$ cat src/rtl/irq_agg_pkg.sv
package irq_agg_pkg;
  localparam int REG_ADDR_W = 5;

  typedef enum logic [REG_ADDR_W-1:0] {
    RA_PRIO   = 5'h00,
    RA_ENABLE = 5'h04,
    RA_POL    = 5'h08,
    RA_HI     = 5'h0C,
    RA_LO     = 5'h10
  } reg_addr_e;

  localparam int PRI_LO = 0;
  localparam int PRI_HI = 1;
  localparam int NUM_PRI = 2;
endpackage

$ cat src/rtl/irq_cfg_regs.sv
module irq_cfg_regs
  import irq_agg_pkg::*;
#(
  parameter int N = 32,
  parameter logic [N-1:0] POL_OK = '1
) (
  input  logic                  clk,
  input  logic                  rst_n,
  input  logic                  wr_en,
  input  logic [REG_ADDR_W-1:0] addr,
  input  logic [N-1:0]          wdata,
  output logic [N-1:0]          prio_q,
  output logic [N-1:0]          en_q,
  output logic [N-1:0]          pol_q
);
  always_ff @(posedge clk) begin
    if (!rst_n) begin
      prio_q <= '0;
      en_q   <= '0;
      pol_q  <= '0;
    end else if (wr_en) begin
      case (addr)
        RA_PRIO:   prio_q <= wdata;
        RA_ENABLE: en_q   <= wdata;
        RA_POL:    pol_q  <= wdata & POL_OK;
        default: ;
      endcase
    end
  end

  // configuration changes only through a write strobe
  a_r2_cfg_hold: assert property (@(posedge clk) disable iff (!rst_n)
    !wr_en |=> ($stable(prio_q) && $stable(en_q) && $stable(pol_q)));
endmodule

$ cat src/rtl/irq_event_detect.sv
module irq_event_detect #(
  parameter int N       = 32,
  parameter int LVL_IDX = 0
) (
  input  logic         clk,
  input  logic         rst_n,
  input  logic [N-1:0] raw,
  input  logic [N-1:0] en,
  input  logic [N-1:0] pol,
  output logic [N-1:0] ev,
  output logic         lvl_q
);
  localparam logic [N-1:0] LVL_MASK = {{(N-1){1'b0}}, 1'b1} << LVL_IDX;

  logic [N-1:0] prev_q;
  logic [N-1:0] ev_all;

  always_ff @(posedge clk) begin
    if (!rst_n) begin
      prev_q <= '0;
      lvl_q  <= 1'b0;
    end else begin
      prev_q <= raw;
      lvl_q  <= raw[LVL_IDX] & en[LVL_IDX];
    end
  end

  for (genvar i = 0; i < N; i++) begin : g_ch
    logic rise, fall;
    assign rise      = raw[i] & ~prev_q[i];
    assign fall      = ~raw[i] & prev_q[i];
    assign ev_all[i] = en[i] & (pol[i] ? fall : rise);
  end

  assign ev = ev_all & ~LVL_MASK;

  // an event only where the input differs from its previous sample
  a_r3_event_needs_change: assert property (@(posedge clk) disable iff (!rst_n)
    (ev & ~(raw ^ prev_q)) == '0);

  // the level bit tracks the enabled input one cycle later
  a_r9_level_follows: assert property (@(posedge clk) disable iff (!rst_n)
    1'b1 |=> (lvl_q == $past(raw[LVL_IDX] & en[LVL_IDX])));
endmodule

$ cat src/rtl/irq_latch_bank.sv
module irq_latch_bank #(
  parameter int N = 32
) (
  input  logic         clk,
  input  logic         rst_n,
  input  logic [N-1:0] set,
  input  logic         clr,
  output logic [N-1:0] q
);
  always_ff @(posedge clk) begin
    if (!rst_n) q <= '0;
    else        q <= (clr ? '0 : q) | set;
  end

  // events arriving with a clear stay pending
  a_r10_event_kept: assert property (@(posedge clk) disable iff (!rst_n)
    (set != '0) |=> ((q & $past(set)) == $past(set)));

  // a clear with no new event empties the bank
  a_r8_read_clears: assert property (@(posedge clk) disable iff (!rst_n)
    (clr && set == '0) |=> (q == '0));

  // no bit appears without an event routed here
  a_r11_no_spurious: assert property (@(posedge clk) disable iff (!rst_n)
    1'b1 |=> ((q & ~$past(q) & ~$past(set)) == '0));
endmodule

$ cat src/rtl/irq_dual_agg.sv
module irq_dual_agg
  import irq_agg_pkg::*;
#(
  parameter int N       = 32,
  parameter int LVL_IDX = 0,
  parameter logic [N-1:0] EDGE_SEL_OK = '1
) (
  input  logic                  clk,
  input  logic                  rst_n,
  input  logic                  bus_wr,
  input  logic                  bus_rd,
  input  logic [REG_ADDR_W-1:0] bus_addr,
  input  logic [N-1:0]          bus_wdata,
  output logic [N-1:0]          bus_rdata,
  input  logic [N-1:0]          irq_in,
  output logic                  req_hi,
  output logic                  req_lo
);
  localparam logic [N-1:0] LVL_MASK = {{(N-1){1'b0}}, 1'b1} << LVL_IDX;
  localparam logic [N-1:0] POL_OK   = EDGE_SEL_OK & ~LVL_MASK;

  logic [N-1:0] prio_q, en_q, pol_q;
  logic [N-1:0] ev;
  logic         lvl_q;
  logic [N-1:0] lvl_vec;

  logic [NUM_PRI-1:0][N-1:0] set_pr, bank_q, view_pr;
  logic [NUM_PRI-1:0]        clr_pr;

  irq_cfg_regs #(.N(N), .POL_OK(POL_OK)) i_cfg (
    .clk(clk), .rst_n(rst_n), .wr_en(bus_wr), .addr(bus_addr),
    .wdata(bus_wdata), .prio_q(prio_q), .en_q(en_q), .pol_q(pol_q)
  );

  irq_event_detect #(.N(N), .LVL_IDX(LVL_IDX)) i_det (
    .clk(clk), .rst_n(rst_n), .raw(irq_in), .en(en_q), .pol(pol_q),
    .ev(ev), .lvl_q(lvl_q)
  );

  assign lvl_vec = lvl_q ? LVL_MASK : '0;

  assign set_pr[PRI_HI] = ev & prio_q;
  assign set_pr[PRI_LO] = ev & ~prio_q;
  assign clr_pr[PRI_HI] = bus_rd && (bus_addr == RA_HI);
  assign clr_pr[PRI_LO] = bus_rd && (bus_addr == RA_LO);

  assign view_pr[PRI_HI] = bank_q[PRI_HI] | (lvl_vec & prio_q);
  assign view_pr[PRI_LO] = bank_q[PRI_LO] | (lvl_vec & ~prio_q);

  for (genvar p = 0; p < NUM_PRI; p++) begin : g_pri
    irq_latch_bank #(.N(N)) i_bank (
      .clk(clk), .rst_n(rst_n), .set(set_pr[p]), .clr(clr_pr[p]),
      .q(bank_q[p])
    );
  end

  assign req_hi = |view_pr[PRI_HI];
  assign req_lo = |view_pr[PRI_LO];

  always_comb begin
    bus_rdata = '0;
    if (bus_rd) begin
      case (bus_addr)
        RA_PRIO:   bus_rdata = prio_q;
        RA_ENABLE: bus_rdata = en_q;
        RA_POL:    bus_rdata = pol_q;
        RA_HI:     bus_rdata = view_pr[PRI_HI];
        RA_LO:     bus_rdata = view_pr[PRI_LO];
        default:   bus_rdata = '0;
      endcase
    end
  end

  // a high-routed event raises the high request next cycle
  a_r6_route_hi: assert property (@(posedge clk) disable iff (!rst_n)
    ((ev & prio_q) != '0) |=> req_hi);

  // a low-routed event raises the low request next cycle
  a_r6_route_lo: assert property (@(posedge clk) disable iff (!rst_n)
    ((ev & ~prio_q) != '0) |=> req_lo);

  // the level channel survives a read of its pending register
  a_r9_level_survives: assert property (@(posedge clk) disable iff (!rst_n)
    (clr_pr[PRI_LO] && lvl_q && !prio_q[LVL_IDX] && irq_in[LVL_IDX]
     && en_q[LVL_IDX]) |=> req_lo);
endmodule

$ cat config.mk
export PLATFORM = sky130hd
export DESIGN_NAME = irq_dual_agg
export DESIGN_NICKNAME = d
export VERILOG_FILES = /design/src/rtl/irq_agg_pkg.sv /design/src/rtl/irq_cfg_regs.sv /design/src/rtl/irq_event_detect.sv /design/src/rtl/irq_latch_bank.sv /design/src/rtl/irq_dual_agg.sv
export SDC_FILE = /design/constraint.sdc
export NUM_CORES = 1
export LEC_CHECK = 0
export BUFFER_PORTS_ARGS = -buffer_cell sky130_fd_sc_hd__buf_2
export CAP_MARGIN = 30
export CORE_MARGIN = 8
export CORE_UTILIZATION = 56
export DETAILED_ROUTE_END_ITERATION = 10
export GPL_TIMING_DRIVEN = 0
export PLACE_DENSITY = 0.83
export SYNTH_ARGS = -nofsm -noshare
export SYNTH_HDL_FRONTEND = slang
export SYNTH_SLANG_ARGS = --single-unit
export TNS_END_PERCENT = 50
$ cat constraint.sdc
create_clock -name clk -period 1.9 [get_ports clk]
set_input_delay 0.095 -clock clk [delete_from_list [all_inputs] [get_ports clk]]
set_output_delay 0.095 -clock clk [all_outputs]
set_load 0.05 [all_outputs]
==> flow_summary.json, run 1 <==
{
  "status": "complete, but fails checks",
  "violations": "negative setup slack",
  "async_flop_share_pct": 0,
  "ant_nets": 0,
  "max_cap_viol_count": 0,
  "viasPerCell": 6.44,
  "final_cell_mix": "dfxtp_1, nand3_1, a21oi_1, buf_2, o21ai_0",
  "grt_first_pass_wirelength_mm": 46.5,
  "clk_transition_reported_paths_ns": 0.07,
  "min-delay-path-class": "in2reg",
  "ff_latch_area_mm2": 0.00379,
  "die_area_mm2": 0.0199,
  "grt_antenna_before_repair": 0,
  "design_area_mm2": 0.0111,
  "r2r_slack_ns": 0.61,
  "path_class": "reg2out",
  "fin_util_pct": 72.9,
  "area_growth_pct": 26.8,
  "post-route-min-period_ns": 2.05,
  "multi_input_area_mm2": 0.00466,
  "dpl_cell_area_mm2": 0.00960,
  "pre_cts_slack_ns": -0.226,
  "cts_made_buffers": 17,
  "r2r-start": "i_cfg.pol_q[4]$_SDFFE_PN0P_",
  "cp_max_fo": 2,
  "wl_mm": 30.4,
  "grtUsageTotal_pct": 29.7,
  "cellLeakagePower_nw": 4.13,
  "ctsLongestPathBuffers": 2,
  "synth_area_leaders": "dfxtp_1, nand3_1, a21oi_1",
  "cp.arrival_ns": 1.95,
  "r2r-end": "g_pri[1].i_bank.q[4]$_SDFF_PN0_",
  "ys_seq_elements": 189,
  "grt_pass1_vias": 8666,
  "yosysTopAreaCell": "dfxtp_1",
  "power_density_mw_per_mm2": 770,
  "ys.flop_type": "dfxtp_1",
  "start_util_pct": 57.5,
  "worstMarginPinSlew_ns": 0.787,
  "post-dp-hpwl_mm": 19.6,
  "grt_max_degree": 17,
  "yosys_warnings": 0,
  "startpoint": "g_pri[1].i_bank.q[22]$_SDFF_PN0_",
  "final_common_cell": "dfxtp_1",
  "fin_ws_ns": -0.149,
  "syn_area_mm2": 0.00877,
  "slew_violations": 0,
  "required_ns": 1.80,
  "htreeDepth": 4,
  "syn_inst": 985,
  "die_w_um": 141,
  "nNetsFinal": 1247,
  "synth_nets": 1058,
  "numPortBuffers": 103,
  "rsz0062_at_grt": "yes",
  "vias": 9007,
  "endpoint": "req_hi",
  "ir_drop_uv": 738,
  "gp_congestion": 0.932,
  "min_period_over_period_pct": 108,
  "clkLatencyLatePin_ns": 0.45,
  "yosysUniqueCellTypes": 38,
  "synth_edf_count": 0,
  "dieHeight_um": 141,
  "drc": 0,
  "rows": 45,
  "syn_area_per_cell_um2": 8.90,
  "drtIter0Drc": 1427,
  "antenna_cells": 0,
  "fmax_mhz": 488,
  "cts_sinks": 189,
  "avgRoutedWirePerCell_um": 21.8,
  "synth-seq-area-share_pct": 43.2,
  "cp-end-kind": "output port",
  "setup_violations": 2,
  "ios": 107,
  "start_kind": "flip-flop",
  "grt_overflow": 0,
  "hold_violations": 0,
  "synth_top_area_share_pct": 43.2,
  "drt-pass1-iter-count": 6,
  "drive_gt1_share_pct": 17.1,
  "relSlewSlack_pct": 47.5,
  "r2r_cells": 3,
  "final.fill_count": 1074,
  "cts_tree": "done",
  "ctsRootBufferMaster": "clkbuf_16",
  "clock_skew_ns": 0.00843,
  "core_region_area_mm2": 0.0153
}
synthesized netlist by cell type, types with 2 or more instances:
cell / instances
dfxtp_1: 189
nand3_1: 129
a21oi_1: 126
o21ai_0: 82
clkbuf_1: 71
mux2i_1: 62
inv_1: 33
and2_1: 32
and3b_1: 31
o22a_1: 31
a2bb2o_1: 30
nor3b_1: 30
o211ai_1: 30
o2bb2ai_1: 30
o21ai_1: 17
buf_2: 13
nor4_1: 13
nor2b_1: 4
buf_6: 3
nand2b_1: 3
a31oi_1: 2
a32o_1: 2
and3_1: 2
buf_4: 2
nand4_1: 2
nor3_1: 2
nor4b_4: 2
or4_1: 2
layout make-up:
class                   instances  area share [%]
multi-input cells             673            41.9
flip-flops and latches        189            34.1
repair buffers                170            11.4
clock buffers                  19            3.98
plain buffers                  89            3.61
well taps                     211            2.37
clock inverters                13            1.49
inverters                      34            1.15
sequential cells by signal, indices dropped and copies added (netlist names):
name and cells:
i_cfg.prio_q 32, g_pri.i_bank.q 62, i_det.prev_q 31, i_cfg.en_q 32, i_cfg.pol_q 31, i_det.lvl_q 1
worst min-delay path by stage:
stage | from | endpoint | slack, ns | cells past startpoint
after floorplan | irq_in[10] | i_det.prev_q[10]$_SDFF_PN0_ | 0.22 | 1
after global placement | irq_in[25] | i_det.prev_q[25]$_SDFF_PN0_ | 0.32 | 2
after detailed placement | irq_in[7] | i_det.prev_q[7]$_SDFF_PN0_ | 0.32 | 2
after CTS | bus_addr[4] | i_cfg.en_q[31]$_SDFFE_PN0P_ | 0.07 | 4
after global routing | bus_addr[4] | i_cfg.en_q[0]$_SDFFE_PN0P_ | 0.08 | 4
final | bus_addr[4] | i_cfg.en_q[0]$_SDFFE_PN0P_ | 0.08 | 4
layer usage:
layer,global-route usage [%],wire (um),vias up
li1,-,-,4041
met1,37.2,12000,4258
met2,46.3,13800,615
met3,8.91,3670,93
met4,13.7,1040,0
met5,0,0,-
metrics by stage:
step           power, mW  TNS (ns)  instances  hold slack (ns)
6_report            8.57    -0.216       1398           0.0755
5_1_grt             8.75    -0.307       1398           0.0802
4_1_cts             8.49    -0.162       1395           0.0658
3_5_place_dp        4.75     -4.56       1299            0.321
3_3_place_gp        4.74     -3.32       1299            0.316
2_1_floorplan       4.47     -2.60        985            0.217
worst max-delay path, cell delays in order, from the launching register on:
cell,delay [ns]
dfxtp_2,0.33
or4_4,0.54
a2111o_1,0.46
buf_6,0.18
cell families after synthesis:
| family | count (synthesis) | share of synthesized area, % |
|---|---|---|
| compound gates | 353 | 25.6 |
| flops | 189 | 43.2 |
| buf+inv | 123 | 5.79 |
| mux | 62 | 7.08 |
| simple gates | 258 | 18.4 |
where the power goes:
group | switching (mW) | total (mW) | internal, mW
clock network | 1.64 | 3.75 | 2.11
registers | 0.0333 | 4.04 | 4.01
logic | 0.479 | 0.771 | 0.292
timing repair:
item	in CTS	in global routing
hold buffers	64	0
buffers inserted	0	3
pin swaps	6	8
gates resized for setup	46	34
endpoints found under the setup margin	33	33
endpoints found under the hold margin	127	0
No activity file was read; power rests on OpenSTA's default activity.
==> inputs of run 2 (changes only) <==
--- a/config.mk
+++ b/config.mk
@@ -12,6 +12,7 @@
 export DETAILED_ROUTE_END_ITERATION = 10
 export GPL_TIMING_DRIVEN = 0
 export PLACE_DENSITY = 0.83
+export SETUP_SLACK_MARGIN = 0.4
 export SYNTH_ARGS = -nofsm -noshare
 export SYNTH_HDL_FRONTEND = slang
 export SYNTH_SLANG_ARGS = --single-unit
==> run 2 against run 1 <==
The run still ends with negative setup slack left. Critical path depth rose by 1. Sequential power barely moved. Wire length rose by 13%. Non-clock buffer count is 25 higher. Global-route usage grew 2.5 points. Clock skew down 0.0018 ns. Sequential share of layout area fell by 2.5 points. Sequential cell count stayed put. Critical endpoint is now req_lo.
==> flow_summary.json, run 2 (synthesis gave the netlist of run 1 again) <==
{
  "critical_path.slowest_cell": "nor4_4",
  "crit_cells": 4,
  "violations": "negative setup slack",
  "worstHoldStart": "bus_addr[2]",
  "grtUsageTotal_pct": 32.3,
  "grt_pass1_vias": 9259,
  "antenna_cells": 0,
  "avgRoutedWirePerCell_um": 24.2,
  "max_cap_viol_count": 0,
  "required_ns": 1.80,
  "cp_max_fo": 3,
  "post-dp-hpwl_mm": 19.6,
  "fmax_mhz": 448,
  "ctsRootBufferMaster": "clkbuf_16",
  "die_area_mm2": 0.0199,
  "core_region_area_mm2": 0.0153,
  "clkLatencyLatePin_ns": 0.44,
  "min_period_over_period_pct": 118,
  "drc": 0,
  "drive_gt1_share_pct": 21.6,
  "ff_latch_area_mm2": 0.00380,
  "dpl_cell_area_mm2": 0.00991,
  "cts_tree": "done",
  "nNetsFinal": 1272,
  "relSlewSlack_pct": 45.4,
  "min-delay-path-class": "in2reg",
  "rsz0062_at_grt": "yes",
  "startpoint": "g_pri[0].i_bank.q[5]$_SDFF_PN0_",
  "largest_register_ffs": 62,
  "drtIter0Drc": 1572,
  "wl_mm": 34.5,
  "numPortBuffers": 103,
  "grt_use_met2_pct": 50.4,
  "worstMarginPinSlew_ns": 0.819,
  "post-route-min-period_ns": 2.23,
  "cp-end-kind": "output port",
  "clock_skew_ns": 0.00667,
  "die_w_um": 141,
  "largest-register": "g_pri.i_bank.q",
  "r2r-start": "i_cfg.pol_q[2]$_SDFFE_PN0P_",
  "grt_antenna_before_repair": 0,
  "slew_violations": 0,
  "met1_usage_pct": 38.7,
  "gp_congestion": 0.937,
  "setup_violations": 2,
  "fin_ws_ns": -0.333,
  "path_class": "reg2out",
  "largest_registers": "g_pri.i_bank.q: 62 flops, i_cfg.en_q: 32 flops, i_cfg.prio_q: 32 flops",
  "start_kind": "flip-flop",
  "ant_nets": 0,
  "ir_drop_uv": 620,
  "design_area_mm2": 0.0120,
  "vias": 9767,
  "dieHeight_um": 141,
  "status": "complete, but fails checks",
  "cellLeakagePower_nw": 4.45,
  "dp_cells": 1299,
  "rows": 45,
  "top_usage_layer": "met2",
  "area_growth_pct": 37.2,
  "worstPathCellList": "nor4_4 -> nand4_1 -> or3_4 -> buf_6",
  "multi_input_area_mm2": 0.00502,
  "hold_violations": 0,
  "power_density_mw_per_mm2": 691,
  "cp.arrival_ns": 2.14,
  "final.fill_count": 877,
  "r2r_cells": 3,
  "htreeDepth": 4,
  "ios": 107,
  "final_common_cell": "dfxtp_1",
  "drt-pass1-iter-count": 6,
  "grt_overflow": 0,
  "viasPerCell": 6.87,
  "cts_sinks": 189,
  "start_util_pct": 57.5,
  "grt_max_degree": 17,
  "cpPeakStageDelay_ns": 0.46,
  "use_met3_pct": 9.12,
  "clk_transition_reported_paths_ns": 0.07,
  "final_cell_mix": "dfxtp_1, nand3_1, a21oi_1, o21ai_0, buf_2",
  "cts_made_buffers": 17,
  "cp_num_buf_inv": 1,
  "ctsLongestPathBuffers": 2,
  "stdcell_count": 1422,
  "crit_family": "simple AND/OR/NAND/NOR gates",
  "hold_depth": 4,
  "grt_first_pass_wirelength_mm": 50.5
}
[run 2: final cells by class]
type	instances	area share (%)
multi-input cells	673	41.7
flip-flops and latches	189	31.6
repair buffers	195	14.3
plain buffers	89	4.71
clock buffers	25	4.20
well taps	211	2.19
inverters	34	1.06
clock inverters	6	0.291
[run 2: metal layers]
metal / wire length, um / part of all wire (%) / up-vias
li1: - / - / 4103
met1: 12700 / 37 / 4610
met2: 15500 / 45 / 844
met3: 4220 / 12 / 210
met4: 1960 / 5.7 / 0
met5: 0 / 0 / -
[run 2: tightest hold or removal path: stages]
cell	delay (ns)
buf_6	0.13
nor4_4	0.08
nand3_1	0.08
a21oi_1	0.06
[run 2: report_power, final]
part	switching (mW)	leakage (nW)	internal, mW
clock	1.55	0.265	1.83
sequential	0.0348	1.54	4.01
combinational	0.530	2.65	0.351
total	2.12	4.45	6.20
[run 2: final timing paths]
path,to,slack [ns]
worst max register to register,g_pri[1].i_bank.q[2]$_SDFF_PN0_,0.64
worst min register to register,g_pri[0].i_bank.q[14]$_SDFF_PN0_,0.48
worst max-delay path,req_lo,-0.33
worst min-delay path,i_cfg.prio_q[0]$_SDFFE_PN0P_,0.03
[run 2: metrics by stage]
| stage | setup WS [ns] | hold WS [ns] | TNS [ns] | power [mW] | util [%] |
|---|---|---|---|---|---|
| CTS | -0.115 | 0.000852 | -0.192 | 8.15 | 77.2 |
| detailed placement | -0.236 | 0.322 | -5.33 | 4.77 | 65.0 |
| global placement | -0.221 | 0.315 | -5.17 | 4.76 | 65.0 |
| global route | -0.293 | 0.0693 | -0.432 | 8.45 | 78.9 |
| finish | -0.333 | 0.0344 | -0.464 | 8.31 | 78.9 |
| floorplan | 0.220 | 0.217 | 0 | 4.48 | - |
[run 2: what timing repair did]
item	CTS	global route
pin swaps	57	40
cloned	4	2
setup buffers	12	10
hold buffers	64	0
endpoints found under the hold margin	127	0
gates resized for setup	142	59
endpoints found under the setup margin	34	63
==> inputs of run 3 (changes only) <==
--- a/config.mk
+++ b/config.mk
@@ -7,11 +7,12 @@
 export LEC_CHECK = 0
 export BUFFER_PORTS_ARGS = -buffer_cell sky130_fd_sc_hd__buf_2
 export CAP_MARGIN = 30
-export CORE_MARGIN = 8
-export CORE_UTILIZATION = 56
+export CELL_PAD_IN_SITES_DETAIL_PLACEMENT = 1
+export CELL_PAD_IN_SITES_GLOBAL_PLACEMENT = 2
+export CORE_UTILIZATION = 32
 export DETAILED_ROUTE_END_ITERATION = 10
 export GPL_TIMING_DRIVEN = 0
-export PLACE_DENSITY = 0.83
+export PLACE_DENSITY = 0.81
 export SETUP_SLACK_MARGIN = 0.4
 export SYNTH_ARGS = -nofsm -noshare
 export SYNTH_HDL_FRONTEND = slang
==> constraint.sdc (replaced) <==
create_clock -name clk -period 2 [get_ports clk]
set_input_delay 0.1 -clock clk [delete_from_list [all_inputs] [get_ports clk]]
set_output_delay 0.1 -clock clk [all_outputs]
set_load 0.05 [all_outputs]
==> run 3 against run 2 <==
The flow still finishes with violations (negative setup slack). Sequential power decreased by 5.2%. Clock skew rose by 0.013 ns. Critical path depth unchanged. Wire length rose by 3.3%. Non-clock buffer count down 1. Register-to-register slack better by 0.11 ns. Global-route usage shrank 6.8 points. Worst hold slack better by 0.093 ns. Largest cell class unchanged. Sequential cell count did not move. Combinational power shrank 4.8%.
==> flow_summary.json, run 3 (synthesis gave the netlist of run 1 again) <==
{
  "relSlewSlack_pct": 46.9,
  "viasPerCell": 5.67,
  "worstMarginPinSlew_ns": 0.796,
  "slew_violations": 0,
  "post-dp-hpwl_mm": 23.4,
  "grt_antenna_before_repair": 0,
  "ctsRootBufferMaster": "clkbuf_16",
  "drtIter0Drc": 570,
  "cellLeakagePower_nw": 4.48,
  "die_area_mm2": 0.0281,
  "start_util_pct": 32.5,
  "min-delay-path-class": "in2reg",
  "max_cap_viol_count": 0,
  "dpl_cell_area_mm2": 0.0101,
  "fin_ws_ns": -0.0468,
  "hold_violations": 0,
  "drive_gt1_share_pct": 21.6,
  "drc": 0,
  "gp_congestion": 0.813,
  "numPortBuffers": 103,
  "required_ns": 1.90,
  "die_w_um": 168,
  "start_kind": "flip-flop",
  "cts_tree": "done",
  "drt-pass1-iter-count": 5,
  "post-route-min-period_ns": 2.05,
  "core_region_area_mm2": 0.0270,
  "final_cell_mix": "dfxtp_1, nand3_1, a21oi_1, o21ai_0, buf_2",
  "cp-end-kind": "output port",
  "clock_skew_ns": 0.0194,
  "path_class": "reg2out",
  "min_period_over_period_pct": 102,
  "rows": 60,
  "cts_made_buffers": 17,
  "ant_nets": 0,
  "cp_max_fo": 3,
  "rsz0062_at_grt": "yes",
  "ff_latch_area_mm2": 0.00380,
  "grt_first_pass_wirelength_mm": 53.8,
  "grtUsageTotal_pct": 25.4,
  "largest_registers": "g_pri.i_bank.q: 62 flops, i_cfg.en_q: 32 flops, i_cfg.prio_q: 32 flops",
  "final_common_cell": "dfxtp_1",
  "wl_mm": 35.6,
  "grt_pass1_vias": 9127,
  "total_power_mw": 8.26,
  "antenna_cells": 0,
  "final.fill_count": 3065,
  "totalNegativeSetupSlack_ns": -0.0935,
  "design_area_mm2": 0.0123,
  "clkLatencyLatePin_ns": 0.45,
  "area_growth_pct": 40.1,
  "dieHeight_um": 168,
  "htreeDepth": 4,
  "ios": 107,
  "avgRoutedWirePerCell_um": 22.9,
  "ctsLongestPathBuffers": 2,
  "power_density_mw_per_mm2": 673,
  "ir_drop_uv": 566,
  "clk_transition_reported_paths_ns": 0.08,
  "largest_register_ffs": 62,
  "nNetsFinal": 1271,
  "vias": 8803,
  "cp.arrival_ns": 1.95,
  "grt_overflow": 0,
  "status": "complete, but fails checks",
  "r2r_cells": 3,
  "violations": "negative setup slack",
  "grt_max_degree": 20,
  "multi_input_area_mm2": 0.00505,
  "fmax_mhz": 489,
  "setup_violations": 2,
  "largest-register": "g_pri.i_bank.q",
  "hold_depth": 5,
  "cts_sinks": 189
}
-- run 3: changes by cell type in the layout (fill, tap and decap cells not counted), moves of 4 or more --
cell and change:
clkinv_2 -4, buf_4 +4, clkinv_4 +4, clkbuf_1 +6, buf_12 +4, clkbuf_2 -6
clkbuf_8 -4, buf_8 -7
-- run 3: stage by stage --
| step | std cells | hold WS [ns] | util [%] | setup WS, ns |
|---|---|---|---|---|
| after detailed placement | 1429 | 0.331 | 37.4 | -0.311 |
| after global routing | 1552 | 0.117 | 45.6 | -0.0863 |
| after global placement | 1429 | 0.323 | 37.4 | -0.333 |
| after floorplan | 985 | 0.222 | - | 0.310 |
| after CTS | 1540 | 0.00224 | 44.8 | -0.0829 |
| final | 1552 | 0.127 | 45.6 | -0.0468 |
-- run 3: what timing repair did --
action | 4_1_cts | 5_1_grt
endpoints found under the setup margin | 59 | 80
resized for setup | 150 | 34
cloned | 4 | 2
hold buffers | 64 | 0
setup buffers | 11 | 10
hold endpoints to repair | 127 | 0
pin swaps | 34 | 37
-- run 3: worst paths after layout --
kind / from / slack (ns) / to
hold reg to reg: i_cfg.prio_q[16]$_SDFFE_PN0P_ / 0.48 / g_pri[0].i_bank.q[16]$_SDFF_PN0_
setup reg to reg: i_cfg.pol_q[15]$_SDFFE_PN0P_ / 0.75 / g_pri[1].i_bank.q[15]$_SDFF_PN0_
setup / recovery: g_pri[0].i_bank.q[31]$_SDFF_PN0_ / -0.05 / req_lo
hold / removal: bus_addr[1] / 0.13 / i_cfg.prio_q[0]$_SDFFE_PN0P_
-- run 3: per-layer routing --
layer | up-vias | wire (um) | GRT usage (%) | share of wire (%)
met3 | 52 | 1570 | 4.07 | 4.4
li1 | 4105 | - | - | -
met2 | 247 | 17600 | 43.7 | 50
met5 | - | 0 | 0 | 0
met4 | 0 | 931 | 9.73 | 2.6
met1 | 4399 | 15500 | 31.8 | 43
-- run 3: area by class of cell --
cell class                      count  area share (%)
Inverter                           34            1.04
Clock buffer                       18            3.49
Tap cell                          341            3.47
Buffer                             89            4.66
Sequential cell                   189            30.9
Timing Repair Buffer              194            13.9
Multi-Input combinational cell    673            41.1
Clock inverter                     14            1.42
-- run 3: report_power, final --
group          switching [mW]  total, mW  internal [mW]
Combinational           0.505      0.839          0.334
Sequential             0.0312       3.84           3.81
Clock                    1.79       3.59           1.80
Total                    2.32       8.26           5.94
-- run 3: worst max-delay path: stages (launching register included) --
cell and delay [ns]:
dfxtp_1 0.36, nor4_4 0.38, nand4_1 0.17, or3_4 0.43, buf_6 0.16
